==> config.mk <==
export PLATFORM = sky130hd
export DESIGN_NAME = i2c_od_slave
export DESIGN_NICKNAME = d
export VERILOG_FILES = /design/src/rtl/i2c_od_pkg.sv /design/src/rtl/i2c_od_filter.sv /design/src/rtl/i2c_od_events.sv /design/src/rtl/i2c_od_wdog.sv /design/src/rtl/i2c_od_slave.sv
export SDC_FILE = /design/constraint.sdc
export NUM_CORES = 1
export LEC_CHECK = 0
export BUFFER_PORTS_ARGS = -buffer_cell sky130_fd_sc_hd__buf_2
export CORE_ASPECT_RATIO = 1.5
export CORE_MARGIN = 2
export CORE_UTILIZATION = 45
export CTS_CLUSTER_SIZE = 24
export DETAILED_ROUTE_END_ITERATION = 10
export SYNTH_ARGS = -nofsm -noshare
export SYNTH_HDL_FRONTEND = slang
export SYNTH_HIERARCHICAL = 1
export SYNTH_SLANG_ARGS = --single-unit
==> constraint.sdc <==
create_clock -name clk -period 3.13 [get_ports clk]
set_input_delay 0.313 -clock clk [delete_from_list [all_inputs] [get_ports clk]]
set_output_delay 0.313 -clock clk [all_outputs]
set_load 0.03 [all_outputs]
==> src/rtl/i2c_od_pkg.sv <==
// Shared types for the open-drain I2C target.
package i2c_od_pkg;
    // Byte engine states.
    typedef enum logic [2:0] {
        ST_IDLE,
        ST_ADDR,
        ST_ADDR_ACK,
        ST_RX,
        ST_RX_ACK,
        ST_TX,
        ST_TX_ACK
    } slv_state_e;
endpackage

==> src/rtl/i2c_od_filter.sv <==
// Line conditioner: two-flop synchronizer plus run-length filter.
// Assumes: din is asynchronous; FILT_LEN >= 2. Output resets high (idle bus).
module i2c_od_filter #(
    parameter int FILT_LEN = 4
) (
    input  logic clk,
    input  logic rst_n,
    input  logic din,
    output logic dout
);
    logic [1:0]          sync_q;
    logic [FILT_LEN-1:0] hist_q;

    // Synchronize, keep the recent history, and switch the output only on a uniform history.
    always_ff @(posedge clk) begin
        if (!rst_n) begin
            sync_q <= '1;
            hist_q <= '1;
            dout   <= 1'b1;
        end else begin
            sync_q <= {sync_q[0], din};
            hist_q <= {hist_q[FILT_LEN-2:0], sync_q[1]};
            if (&hist_q)
                dout <= 1'b1;
            else if (~|hist_q)
                dout <= 1'b0;
        end
    end
endmodule

==> src/rtl/i2c_od_events.sv <==
// Bus event decoder: SCL edges, START and STOP from the filtered lines.
// Assumes: both inputs come from i2c_od_filter and share its latency.
module i2c_od_events (
    input  logic clk,
    input  logic rst_n,
    input  logic scl_f,
    input  logic sda_f,
    output logic scl_rise,
    output logic scl_fall,
    output logic start_ev,
    output logic stop_ev
);
    logic scl_q, sda_q;

    // Remember the previous filtered levels.
    always_ff @(posedge clk) begin
        if (!rst_n) begin
            scl_q <= 1'b1;
            sda_q <= 1'b1;
        end else begin
            scl_q <= scl_f;
            sda_q <= sda_f;
        end
    end

    // Edge and condition decode.
    always_comb begin
        scl_rise = scl_f & ~scl_q;
        scl_fall = ~scl_f & scl_q;
        start_ev = scl_f & scl_q & sda_q & ~sda_f;
        stop_ev  = scl_f & scl_q & ~sda_q & sda_f;
    end
endmodule

==> src/rtl/i2c_od_wdog.sv <==
// Bus watchdog: counts clocks without an SCL edge while a transfer is active.
// Assumes: LIMIT >= 2; expire is a one-cycle pulse.
module i2c_od_wdog #(
    parameter int LIMIT = 2000
) (
    input  logic clk,
    input  logic rst_n,
    input  logic active,
    input  logic scl_edge,
    output logic expire
);
    localparam int CW = $clog2(LIMIT + 1);

    logic [CW-1:0] cnt_q;

    // Fire when the silent count reaches the limit.
    always_comb expire = active & ~scl_edge & (cnt_q == CW'(LIMIT - 1));

    // Count silent cycles; clear on edge, idle or expiry.
    always_ff @(posedge clk) begin
        if (!rst_n || !active || scl_edge || expire)
            cnt_q <= '0;
        else
            cnt_q <= cnt_q + 1'b1;
    end

    assert_wdog_bound_R10: assert property (@(posedge clk) disable iff (!rst_n)
        cnt_q < CW'(LIMIT));
endmodule

==> src/rtl/i2c_od_slave.sv <==
// Open-drain I2C target, top level.
// Filters the bus, decodes events, and runs the address/byte engine.
// Assumes: SCL is never stretched, 7-bit addressing, a single controller.
module i2c_od_slave
    import i2c_od_pkg::*;
#(
    parameter logic [6:0] DEV_ADDR    = 7'h42,
    parameter int         FILT_LEN    = 4,
    parameter int         WDOG_CYCLES = 2000
) (
    input  logic       clk,
    input  logic       rst_n,
    input  logic       scl_i,
    input  logic       sda_i,
    output logic       sda_o,
    output logic       sda_oe,
    output logic [7:0] rx_data,
    output logic       rx_valid,
    input  logic       rx_ready,
    input  logic [7:0] tx_data,
    output logic       tx_load,
    output logic       rd_mode,
    output logic       busy
);
    localparam int NLINES = 2;
    localparam int BITS   = 8;
    localparam int BCW    = $clog2(BITS + 1);

    logic [NLINES-1:0] raw_w, filt_w;
    logic              scl_f, sda_f;
    logic              scl_rise, scl_fall, start_ev, stop_ev, expire;
    slv_state_e        state_q;
    logic [BCW-1:0]    bit_cnt_q;
    logic [BITS-1:0]   shreg_q;
    logic              nack_q;

    assign raw_w = {sda_i, scl_i};
    assign scl_f = filt_w[0];
    assign sda_f = filt_w[1];

    // One conditioner per bus line.
    for (genvar g = 0; g < NLINES; g++) begin : g_line
        i2c_od_filter #(.FILT_LEN(FILT_LEN)) u_filt (
            .clk  (clk),
            .rst_n(rst_n),
            .din  (raw_w[g]),
            .dout (filt_w[g])
        );
    end

    i2c_od_events u_ev (
        .clk     (clk),
        .rst_n   (rst_n),
        .scl_f   (scl_f),
        .sda_f   (sda_f),
        .scl_rise(scl_rise),
        .scl_fall(scl_fall),
        .start_ev(start_ev),
        .stop_ev (stop_ev)
    );

    i2c_od_wdog #(.LIMIT(WDOG_CYCLES)) u_wd (
        .clk     (clk),
        .rst_n   (rst_n),
        .active  (state_q != ST_IDLE),
        .scl_edge(scl_rise | scl_fall),
        .expire  (expire)
    );

    // Pad value fixed low; only the enable moves.
    assign sda_o = 1'b0;
    assign busy  = (state_q != ST_IDLE);

    // Byte engine: address, acknowledge, receive and transmit.
    always_ff @(posedge clk) begin
        if (!rst_n) begin
            state_q   <= ST_IDLE;
            bit_cnt_q <= '0;
            shreg_q   <= '0;
            nack_q    <= 1'b0;
            sda_oe    <= 1'b0;
            rd_mode   <= 1'b0;
            rx_data   <= '0;
            rx_valid  <= 1'b0;
            tx_load   <= 1'b0;
        end else begin
            rx_valid <= 1'b0;
            tx_load  <= 1'b0;
            if (start_ev) begin
                state_q   <= ST_ADDR;
                bit_cnt_q <= '0;
                sda_oe    <= 1'b0;
            end else if (stop_ev || expire) begin
                state_q <= ST_IDLE;
                sda_oe  <= 1'b0;
            end else begin
                unique case (state_q)
                    ST_IDLE: ;
                    ST_ADDR, ST_RX: begin
                        if (scl_rise) begin
                            shreg_q   <= {shreg_q[BITS-2:0], sda_f};
                            bit_cnt_q <= bit_cnt_q + 1'b1;
                        end else if (scl_fall && bit_cnt_q == BCW'(BITS)) begin
                            if (state_q == ST_ADDR) begin
                                if (shreg_q[BITS-1:1] == DEV_ADDR) begin
                                    sda_oe  <= 1'b1;
                                    rd_mode <= shreg_q[0];
                                    state_q <= ST_ADDR_ACK;
                                end else begin
                                    state_q <= ST_IDLE;
                                end
                            end else if (rx_ready) begin
                                rx_data  <= shreg_q;
                                rx_valid <= 1'b1;
                                sda_oe   <= 1'b1;
                                state_q  <= ST_RX_ACK;
                            end else begin
                                state_q <= ST_IDLE;
                            end
                        end
                    end
                    ST_ADDR_ACK, ST_RX_ACK: begin
                        if (scl_fall) begin
                            bit_cnt_q <= '0;
                            if (state_q == ST_ADDR_ACK && rd_mode) begin
                                shreg_q <= tx_data;
                                tx_load <= 1'b1;
                                sda_oe  <= ~tx_data[BITS-1];
                                state_q <= ST_TX;
                            end else begin
                                sda_oe  <= 1'b0;
                                state_q <= ST_RX;
                            end
                        end
                    end
                    ST_TX: begin
                        if (scl_fall) begin
                            if (bit_cnt_q == BCW'(BITS - 1)) begin
                                sda_oe    <= 1'b0;
                                bit_cnt_q <= '0;
                                state_q   <= ST_TX_ACK;
                            end else begin
                                shreg_q   <= shreg_q << 1;
                                sda_oe    <= ~shreg_q[BITS-2];
                                bit_cnt_q <= bit_cnt_q + 1'b1;
                            end
                        end
                    end
                    ST_TX_ACK: begin
                        if (scl_rise) begin
                            nack_q <= sda_f;
                        end else if (scl_fall) begin
                            if (!nack_q) begin
                                shreg_q <= tx_data;
                                tx_load <= 1'b1;
                                sda_oe  <= ~tx_data[BITS-1];
                                state_q <= ST_TX;
                            end else begin
                                state_q <= ST_IDLE;
                            end
                        end
                    end
                    default: state_q <= ST_IDLE;
                endcase
            end
        end
    end

    // the enable only rises while the filtered clock is low.
    assert_oe_rise_scl_low_R6: assert property (@(posedge clk) disable iff (!rst_n)
        $rose(sda_oe) |-> !scl_f);
    // a START restarts the address phase from bit zero.
    assert_start_clears_R2: assert property (@(posedge clk) disable iff (!rst_n)
        start_ev |=> (state_q == ST_ADDR && bit_cnt_q == '0));
    // nothing is driven while address bits arrive.
    assert_addr_quiet_R5: assert property (@(posedge clk) disable iff (!rst_n)
        (state_q == ST_ADDR) |-> !sda_oe);
    // STOP returns to idle.
    assert_stop_idle_R9: assert property (@(posedge clk) disable iff (!rst_n)
        (stop_ev && !start_ev) |=> (state_q == ST_IDLE && !sda_oe));
    // watchdog expiry returns to idle and releases the line.
    assert_wdog_idle_R10: assert property (@(posedge clk) disable iff (!rst_n)
        (expire && !start_ev) |=> (state_q == ST_IDLE && !sda_oe));
    // the receive strobe lasts one cycle.
    assert_rx_pulse_R7: assert property (@(posedge clk) disable iff (!rst_n)
        rx_valid |=> !rx_valid);
    // the load strobe lasts one cycle.
    assert_tx_pulse_R8: assert property (@(posedge clk) disable iff (!rst_n)
        tx_load |=> !tx_load);
endmodule

==> out/qor.txt, run 1 <==
Clk pwr share: 32.7%
Worst slew pin tran: 695 ps
Hold endpoint: g_line[0].u_filt/sync_q[0]
Routed vias: 2180
Outcome: finished, final reports clean
Initial core utilization: 46.3%
GRT Residual Overflow: 0
WL/cell: 14.5 um
Max-Cap Viols: 0
Depth of the CTS H-tree: 2
Fin. max-slew vios: 0
Hold_sp: scl_i
VDD IR max: 0.258 mV
Antenna violations before repair: 0
Vias in the first global route: 2095
Reg2reg path depth: 9
Proportion of layout cells with a drive suffix above 1: 16.9%
Area growth syn-to-layout: 11.0%
Leak: 1.15 nW
Placed Cells: 384
Most frequent cell after synthesis: dfxtp_1
Die height: 98.2 um
Vias per cell: 5.58
DP HPWL: 4020 um
Synth Flop Type: dfxtp_1
Critical path arrival: 2770 ps
Final GP Congestion: 0.835
RSZ-0062 raised after global routing: false
Layout fillers: 600
Netlist cell types: 57
Cell taking the most area after synthesis: dfxtp_1
Synth area leaders: dfxtp_1 (41%), nand2b_1 (4.7%), nor2b_1 (4.7%)
First-pass GRT wire length: 9760 um
First-pass DRT Iterations: 4
Kind of critical path: register to register
Post-synth ARST share: 0%
Non-Filler Instances: 391
Combinational Power Share: 6.7%
Max FO, Critical Path: 16
Later-pin clock latency in the skew report: 310 ps
Post-synth top area share: 41.4%
Starting DRT DRC Count: 79
Sequential share of power: 60.6%
Io pins: 27
Num rows: 34
DRT Wirelength: 5660 um
CP required: 3340 ps
Fin crit share: 81.8%
Area occupied by multi-input gates: 1490 sq um
Post-CTS Resized: 0
Root Buffer: clkbuf_8
HP Class: input port to register
Clock tree sinks: 55
Post-route ant nets: 0
Reg-to-Reg End: shreg_q[3]
Clock transition at path regs: 100 ps
F_max: 390 MHz
Total net switching power: 0.000284 W
DRC viols: 0
Post-synth top cells: dfxtp_1 (55), nand2b_1 (20), nor2b_1 (20)
Total Power: 0.00117 W
Net count after synthesis: 309
GRT Total Usage: 18.6%
R2R setup slack: 570 ps
CTS tree: built
Cell Area, Synth: 2660 sq um
Die Wd: 66.8 um
Layout Nets: 335
Postcts setup bufs: 0
Sequential fraction of the synthesis area: 41.4%
Sw frac: 24.3%
Yosys warns: 6
Crit end category: register
Post-CTS Hold Buffers: 0
Hold-critical path depth: 2
Final setup TNS: 0 ps
P_int: 0.000887 W
EDFF count, synth: 0
Worst r2r src: g_line[0].u_filt/dout
Syn Inst Count: 293
N_diodes: 0
Hold Fails Final Rpt: 0
Yosys reg bits: 55
Number of buffers created by CTS: 5
Final Util: 51.5%
Final setup fails: 0
Reg area: 1100 sq um
Core footprint: 5740 sq um
Largest net degree at the start of global routing: 41
Post-layout min period: 2560 ps
# port buffers: 25
Clock tree buffer depth: 2
Clk_skew: 6.78 ps
Syn Area/Cell: 9.08 sq um
Startpoint Class: register
Die ar.: 6560 sq um
Worst rel slew slack: 53.5%
Power per Cell Area: 396 nW/um^2
-- layout by cell type, fill, tap and decap left out, types with 3 or more instances in the layout --
cell type,n
o21ai_1,4
o21ai_0,17
nor2b_1,20
nor3_1,5
o211a_1,9
nand4_1,4
nand3_1,12
inv_1,5
nor3b_1,3
a21o_1,3
nor4_2,5
nor2_1,17
nand2_1,19
buf_4,6
mux2i_1,10
ha_1,3
o21bai_1,3
clkbuf_8,5
nand2b_1,20
dfxtp_1,55
nand3b_1,4
buf_2,25
or3_1,6
a21oi_1,14
-- worst max path at each step --
stage	start	to	slack (ps)	depth (start not counted)
after floorplan	state_q[0]	shreg_q[6]	400	9
after global placement	g_line[0].u_filt/dout	shreg_q[5]	700	9
after detailed placement	u_wd/cnt_q[0]	shreg_q[2]	630	9
after CTS	u_wd/cnt_q[0]	shreg_q[7]	620	9
after global routing	g_line[0].u_filt/dout	shreg_q[3]	280	9
final	g_line[0].u_filt/dout	shreg_q[3]	570	9
-- power by group through the flow --
| stage | Combinational, W | Sequential (W) | Clock, W |
|---|---|---|---|
| finish | 0.0000782 | 0.000710 | 0.000383 |
| global route | 0.0000863 | 0.000712 | 0.000423 |
| CTS | 0.0000786 | 0.000710 | 0.000398 |
| detailed placement | 0.0000778 | 0.000727 | 0 |
| global placement | 0.0000778 | 0.000726 | 0 |
| floorplan | 0.0000541 | 0.000725 | 0 |
-- per-stage QoR --
step,area (sq um),hold slack (ps),setup WS (ps)
2_1_floorplan,2660,386,402
6_report,2960,178,569
3_5_place_dp,2870,395,634
5_1_grt,2960,170,280
4_1_cts,2960,172,616
3_3_place_gp,2870,388,701
-- registers in the layout, summed over array words and instances (netlist names) --
| register | flops |
|---|---|
| u_wd/cnt_q | 11 |
| shreg_q | 8 |
| rx_valid | 1 |
| g_line.u_filt/dout | 2 |
| rx_data | 8 |
| nack_q | 1 |
| g_line.u_filt/sync_q | 4 |
| sda_oe | 1 |
| u_ev/scl_q | 1 |
| u_ev/sda_q | 1 |
| g_line.u_filt/hist_q | 8 |
| bit_cnt_q | 4 |
| rd_mode | 1 |
| tx_load | 1 |
| state_q | 3 |
-- metal layers --
layer	global-route usage [%]	vias up	routed length (um)
li1	-	1115	-
met4	6.28	0	120
met3	3.23	10	149
met2	32.0	36	2880
met1	22.9	1019	2520
met5	0	-	0
-- cells by family after synthesis --
| group | share of synthesized area [%] |
|---|---|
| buf+inv | 2.77 |
| flops | 41.4 |
| mux | 3.76 |
| fa+ha+maj | 1.41 |
| xor+xnor | 0.658 |
| other cells | 0.141 |
| compound gates | 18.5 |
| simple gates | 31.4 |
-- layout make-up --
cell class                      count  share of cell area [%]
Tap cell                           72                    3.05
Timing Repair Buffer               31                    5.76
Sequential cell                    55                    37.3
Clock inverter                      2                   0.466
Inverter                            5                   0.635
Multi-Input combinational cell    221                    50.5
Clock buffer                        5                    2.33
-- critical path, cell delays in order (launching register included) --
cell and delay, ps:
dfxtp_1 400, nor2b_1 450, or2_2 220, nor3b_2 60
nor3_1 410, o21ai_1 160, nor4_2 280, buf_4 250
nand3_1 100, o211a_1 130
No activity file was read; power rests on OpenSTA's default activity.
==> inputs of run 2 (changes only) <==
PLACE_DENSITY = 0.66   (was unset)
clock period = 2.2 ns   (was 3.13 ns; I/O delays follow)
==> run 2 against run 1 <==
Against the previous run: clock power is 100% higher; utilization is 6.3 points higher; worst hold slack worse by 98 ps; non-clock buffer count is 29 higher; critical path type unchanged; final cell count is 7.7% higher; critical endpoint is now shreg_q[0]; highest routed layer unchanged; first-iteration DRC count is 18% higher; sequential power is 42% higher; clock-buffer cell count is 1 higher; sequential share of layout area is 4.0 points lower.
==> out/qor.txt, run 2 (synthesis gave the netlist of run 1 again) <==
Met2 usage: 36.6% (+4.6 points)
VDD IR max: 0.488 mV (+89%)
Top Usage Layer GRT: met2
F_max: 456 MHz (+17%)
Fin crit share: 99.6% (+18 points)
Starting DRT DRC Count: 93 (+18%)
Area growth syn-to-layout: 24.7%
Leak: 1.32 nW (+15%)
Num rows: 34 (unchanged)
DRT Wirelength: 6110 um (+7.9%)
Biggest register: u_wd/cnt_q
GR Util met1: 23.1% (+0.18 points)
# port buffers: 25 (unchanged)
Final setup fails: 0 (unchanged)
Number of buffers created by CTS: 5 (unchanged)
DP HPWL: 4320 um (+7.2%)
Root Buffer: clkbuf_8
GRT Total Usage: 20.1% (+1.5 points)
WL/cell: 14.5 um (+0.17%)
Core footprint: 5740 sq um (unchanged)
Startpoint Class: register
N_diodes: 0 (unchanged)
Routed vias: 2330 (+6.9%)
Grt met3 use: 3.11% (-0.12 points)
Power per Cell Area: 582 nW/um^2 (+47%)
Worst slew pin tran: 581 ps (-114 ps)
First-pass GRT wire length: 10500 um (+7.4%)
Worst setup margin: 9.28 ps (-560 ps)
Fin. max-slew vios: 0 (unchanged)
Largest net degree at the start of global routing: 23 (-44%)
Outcome: finished, final reports clean
RSZ-0062 raised after global routing: true
Commonest non-fill, non-tap cell in the layout: dfxtp_1
Final setup TNS: 0 ps (unchanged)
Max-Cap Viols: 0 (unchanged)
Crit end category: register
Clock tree sinks: 55 (unchanged)
Die Wd: 66.8 um (unchanged)
DRC viols: 0 (unchanged)
Later-pin clock latency in the skew report: 310 ps (about the same)
Proportion of layout cells with a drive suffix above 1: 26.4% (+9.4 points)
Top delay family on crit path: simple AND/OR/NAND/NOR gates
Post-layout min period: 2190 ps (-370 ps)
Clock tree buffer depth: 2 (unchanged)
Hold_ws: 80.1 ps (-97.8 ps)
First-pass DRT Iterations: 4 (unchanged)
HP Class: input port to register
Layout Nets: 364 (+8.7%)
Kind of critical path: register to register
Critical path arrival: 2410 ps (-360 ps)
Initial core utilization: 46.3% (unchanged)
Die height: 98.2 um (unchanged)
Clock transition at path regs: 100 ps (about the same)
GRT Residual Overflow: 0 (unchanged)
Final GP Congestion: 0.890 (+6.6%)
Antenna violations before repair: 0 (unchanged)
WP buf/inv: 2 (+1)
Max reg flops: 11 (unchanged)
CP required: 2410 ps (-930 ps)
Final Cell Area: 3320 sq um (+12%)
Depth of the CTS H-tree: 2 (unchanged)
CTS tree: built
Dpl ws: -63.0 ps (-697 ps)
Most frequent cells in the layout: dfxtp_1 (53), buf_4 (31), buf_2 (25)
Vias per cell: 5.53 (-0.74%)
Post-route ant nets: 0 (unchanged)
CP max stage delay: 440 ps (about the same)
Area after DPL: 3070 sq um (+6.8%)
Clk_skew: 4.72 ps (-2.06 ps)
Die ar.: 6560 sq um (unchanged)
Io pins: 27 (unchanged)
Critical path, cell by cell: ha_4 -> nand4b_1 -> or3_4 -> nor3b_4 -> nor3_4 -> o21ai_2 -> nor4_4 -> buf_6 -> buf_4 -> o211a_1
Critical-path top delay cell: or3_4
Hold Fails Final Rpt: 0 (unchanged)
Worst rel slew slack: 61.1% (+7.6 points)
Max FO, Critical Path: 8 (-8)
Vias in the first global route: 2309 (+10%)
run 2: per-stage QoR:
stage,power [W],utilization (%),instances
finish,0.00193,57.8,421
CTS,0.00194,56.4,414
floorplan,0.00111,-,293
global placement,0.00117,53.4,404
global route,0.00200,57.8,421
detailed placement,0.00117,53.4,404
run 2: per-layer routing:
layer	vias up	routed length, um
li1	1175	-
met1	1103	2540
met2	42	3260
met3	10	193
met4	0	116
met5	-	0
run 2: final timing paths:
check,startpoint,endpoint,slack (ps),cells after the start
min,scl_i,g_line[0].u_filt/sync_q[0],80,2
max,u_wd/cnt_q[0],shreg_q[0],9,10
max reg2reg,u_wd/cnt_q[0],shreg_q[0],9,10
min reg2reg,g_line[0].u_filt/sync_q[0],g_line[0].u_filt/sync_q[1],410,1
run 2: where the power goes:
group / total [W] / switching [W] / internal (W)
sequential: 0.00101 / 0.00000542 / 0.00100
combinational: 0.000138 / 0.0000825 / 0.0000559
clock: 0.000783 / 0.000328 / 0.000455
total: 0.00193 / 0.000416 / 0.00152
run 2: layout make-up:
class / instances / area, sq um
inverters: 5 / 18.8
clock inverters: 2 / 60.1
multi-input cells: 221 / 1560
clock buffers: 6 / 72.6
repair buffers: 60 / 412
fillers: 551 / 2420
well taps: 72 / 90.1
flip-flops and latches: 55 / 1100
run 2: repair_timing:
item | in CTS | in global routing
setup buffers | 2 | 9
hold buffers | 0 | 0
resized for setup | 2 | 8
endpoints found under the setup margin | 8 | 12
pin swaps | 2 | 6
run 2: worst register-to-register path: cells and delay by family (launching register included):
family	cells	cell delay (ps)
buffers and inverters	2	280
adders and majority gates	1	130
AOI/OAI and AO/OA	2	280
and+or+nand+nor	5	1050
DFF	1	360
==> inputs of run 3 (changes only) <==
RECOVER_POWER = 100   (was unset)
==> run 3 against run 2 <==
Against the previous run: die area did not move; clock skew about the same; worst hold slack is essentially flat; critical endpoint unchanged.
==> out/qor.txt, run 3 (synthesis gave the netlist of run 1 again) <==
First-pass GRT wire length: 10500 um (unchanged)
Fin. max-slew vios: 0 (unchanged)
DRT Wirelength: 6150 um (+0.65%)
R2R setup slack: 10 ps (about the same)
Post-route ant nets: 0 (unchanged)
Die height: 98.2 um (unchanged)
Max-Cap Viols: 0 (unchanged)
Hold_sp: scl_i
CTS tree: built
Max FO, Critical Path: 8 (unchanged)
Startpoint Class: register
VDD IR max: 0.492 mV (+0.80%)
Commonest non-fill, non-tap cell in the layout: dfxtp_1
Hold Fails Final Rpt: 0 (unchanged)
DRC viols: 0 (unchanged)
Depth of the CTS H-tree: 2 (unchanged)
Starting DRT DRC Count: 113 (+22%)
Post-CTS Hold Buffers: 0 (unchanged)
P_int: 0.00151 W (-0.24%)
WL/cell: 14.6 um (+0.65%)
Routed vias: 2333 (+0.13%)
Io pins: 27 (unchanged)
Clk pwr share: 40.7% (+0.2 points)
Critical path arrival: 2400 ps (about the same)
HP Class: input port to register
Num rows: 34 (unchanged)
Number of buffers created by CTS: 5 (unchanged)
Clock tree sinks: 55 (unchanged)
Hold_ws: 80.0 ps (-0.108 ps)
Sw frac: 21.7% (+0.16 points)
Core footprint: 5740 sq um (unchanged)
First-pass DRT Iterations: 4 (unchanged)
Reg area: 1100 sq um (unchanged)
Most frequent cells in the layout: dfxtp_1 (53), buf_4 (28), nor2b_1 (20), nand2b_1 (20)
Worst slew pin tran: 902 ps (+320 ps)
Proportion of layout cells with a drive suffix above 1: 21.5% (-4.9 points)
Die Wd: 66.8 um (unchanged)
Hold-critical path depth: 2 (unchanged)
Final GP Congestion: 0.890 (unchanged)
DP HPWL: 4320 um (unchanged)
Leak: 1.25 nW (-5.3%)
GRT Residual Overflow: 0 (unchanged)
CP required: 2410 ps (about the same)
Crit end category: register
Total Power: 0.00193 W (about the same)
Worst rel slew slack: 39.4% (-22 points)
N_diodes: 0 (unchanged)
Final setup fails: 0 (unchanged)
Antenna violations before repair: 0 (unchanged)
Fin crit share: 99.5% (about the same)
Later-pin clock latency in the skew report: 310 ps (about the same)
Vias per cell: 5.54 (+0.13%)
Final Util: 57.2% (-0.57 points)
Initial core utilization: 46.3% (unchanged)
Reg-to-Reg End: shreg_q[0]
Power per Cell Area: 587 nW/um^2 (+0.96%)
Outcome: finished, final reports clean
Layout Nets: 364 (unchanged)
Clock tree buffer depth: 2 (unchanged)
Area occupied by multi-input gates: 1560 sq um (-0.32%)
Die ar.: 6560 sq um (unchanged)
F_max: 457 MHz (about the same)
Max reg flops: 11 (unchanged)
# port buffers: 25 (unchanged)
Vias in the first global route: 2309 (unchanged)
Combinational Power Share: 7.0% (-0.2 points)
Largest net degree at the start of global routing: 23 (unchanged)
Hold endpoint: g_line[0].u_filt/sync_q[0]
Root Buffer: clkbuf_8
Total net switching power: 0.000419 W (+0.71%)
GRT Total Usage: 20.1% (unchanged)
Reg2reg path depth: 10 (unchanged)
Clock transition at path regs: 100 ps (about the same)
Sequential share of power: 52.3% (about the same)
Biggest register: u_wd/cnt_q
RSZ-0062 raised after global routing: true
Final setup TNS: 0 ps (unchanged)
Post-layout min period: 2190 ps (-1.16 ps)
Area growth syn-to-layout: 23.5%
Kind of critical path: register to register
Layout fillers: 558 (+1.3%)
Worst r2r src: u_wd/cnt_q[0]
Clk_skew: 4.79 ps (+0.0748 ps)
==> run 3: how the worst max path moves through the flow <==
stage                                startpoint         end  cells past startpoint
final                             u_wd/cnt_q[0]  shreg_q[0]                     10
after global routing              u_wd/cnt_q[0]  shreg_q[0]                     10
after CTS                         u_wd/cnt_q[1]  shreg_q[5]                     10
after detailed placement  g_line[0].u_filt/dout  shreg_q[7]                      7
after global placement    g_line[0].u_filt/dout  shreg_q[7]                      7
after floorplan                      state_q[0]  shreg_q[6]                      9
==> run 3: worst max-delay path: stages, from the launching register on <==
cell and delay (ps):
dfxtp_2 360, ha_4 130, nand4b_1 140, or3_4 430
nor3b_4 310, nor3_4 90, o21ai_2 90, nor4_4 60
buf_6 150, buf_4 130, o211a_1 190
==> run 3: repair_timing <==
| action | in CTS | in global routing |
|---|---|---|
| buffers inserted | 2 | 9 |
| gates cloned | 0 | 0 |
| setup endpoints to repair | 8 | 12 |
| resized for setup | 2 | 8 |
| pin swaps | 2 | 6 |
==> run 3: through the flow <==
step                setup slack [ps]  cell area [sq um]  instances
floorplan                       22.6               2700        293
global placement                30.2               3070        404
detailed placement             -63.0               3070        404
CTS                             3.10               3240        414
global route                   -86.2               3290        421
finish                          10.4               3290        421
==> run 3: power groups by stage <==
stage	combinational, W	sequential (W)	clock, W
after CTS	0.000136	0.00101	0.000798
final	0.000135	0.00101	0.000785
after detailed placement	0.000134	0.00103	0
after global routing	0.000146	0.00101	0.000834
after floorplan	0.0000801	0.00103	0
after global placement	0.000132	0.00103	0
==> run 3: metal layers <==
layer  global-route usage, %  wire (um)
met4                    7.06        103
met2                    36.6       3260
met5                       0          0
met3                    3.11        160
met1                    23.1       2630
==> run 3: cell type report <==
type	instances	share of cell area (%)
multi-input combinational	221	47.4
sequential	55	33.6
timing repair buffer	60	11.7
tap	72	2.74
clock buffer	6	2.21
clock inverter	2	1.83
inverter	5	0.571
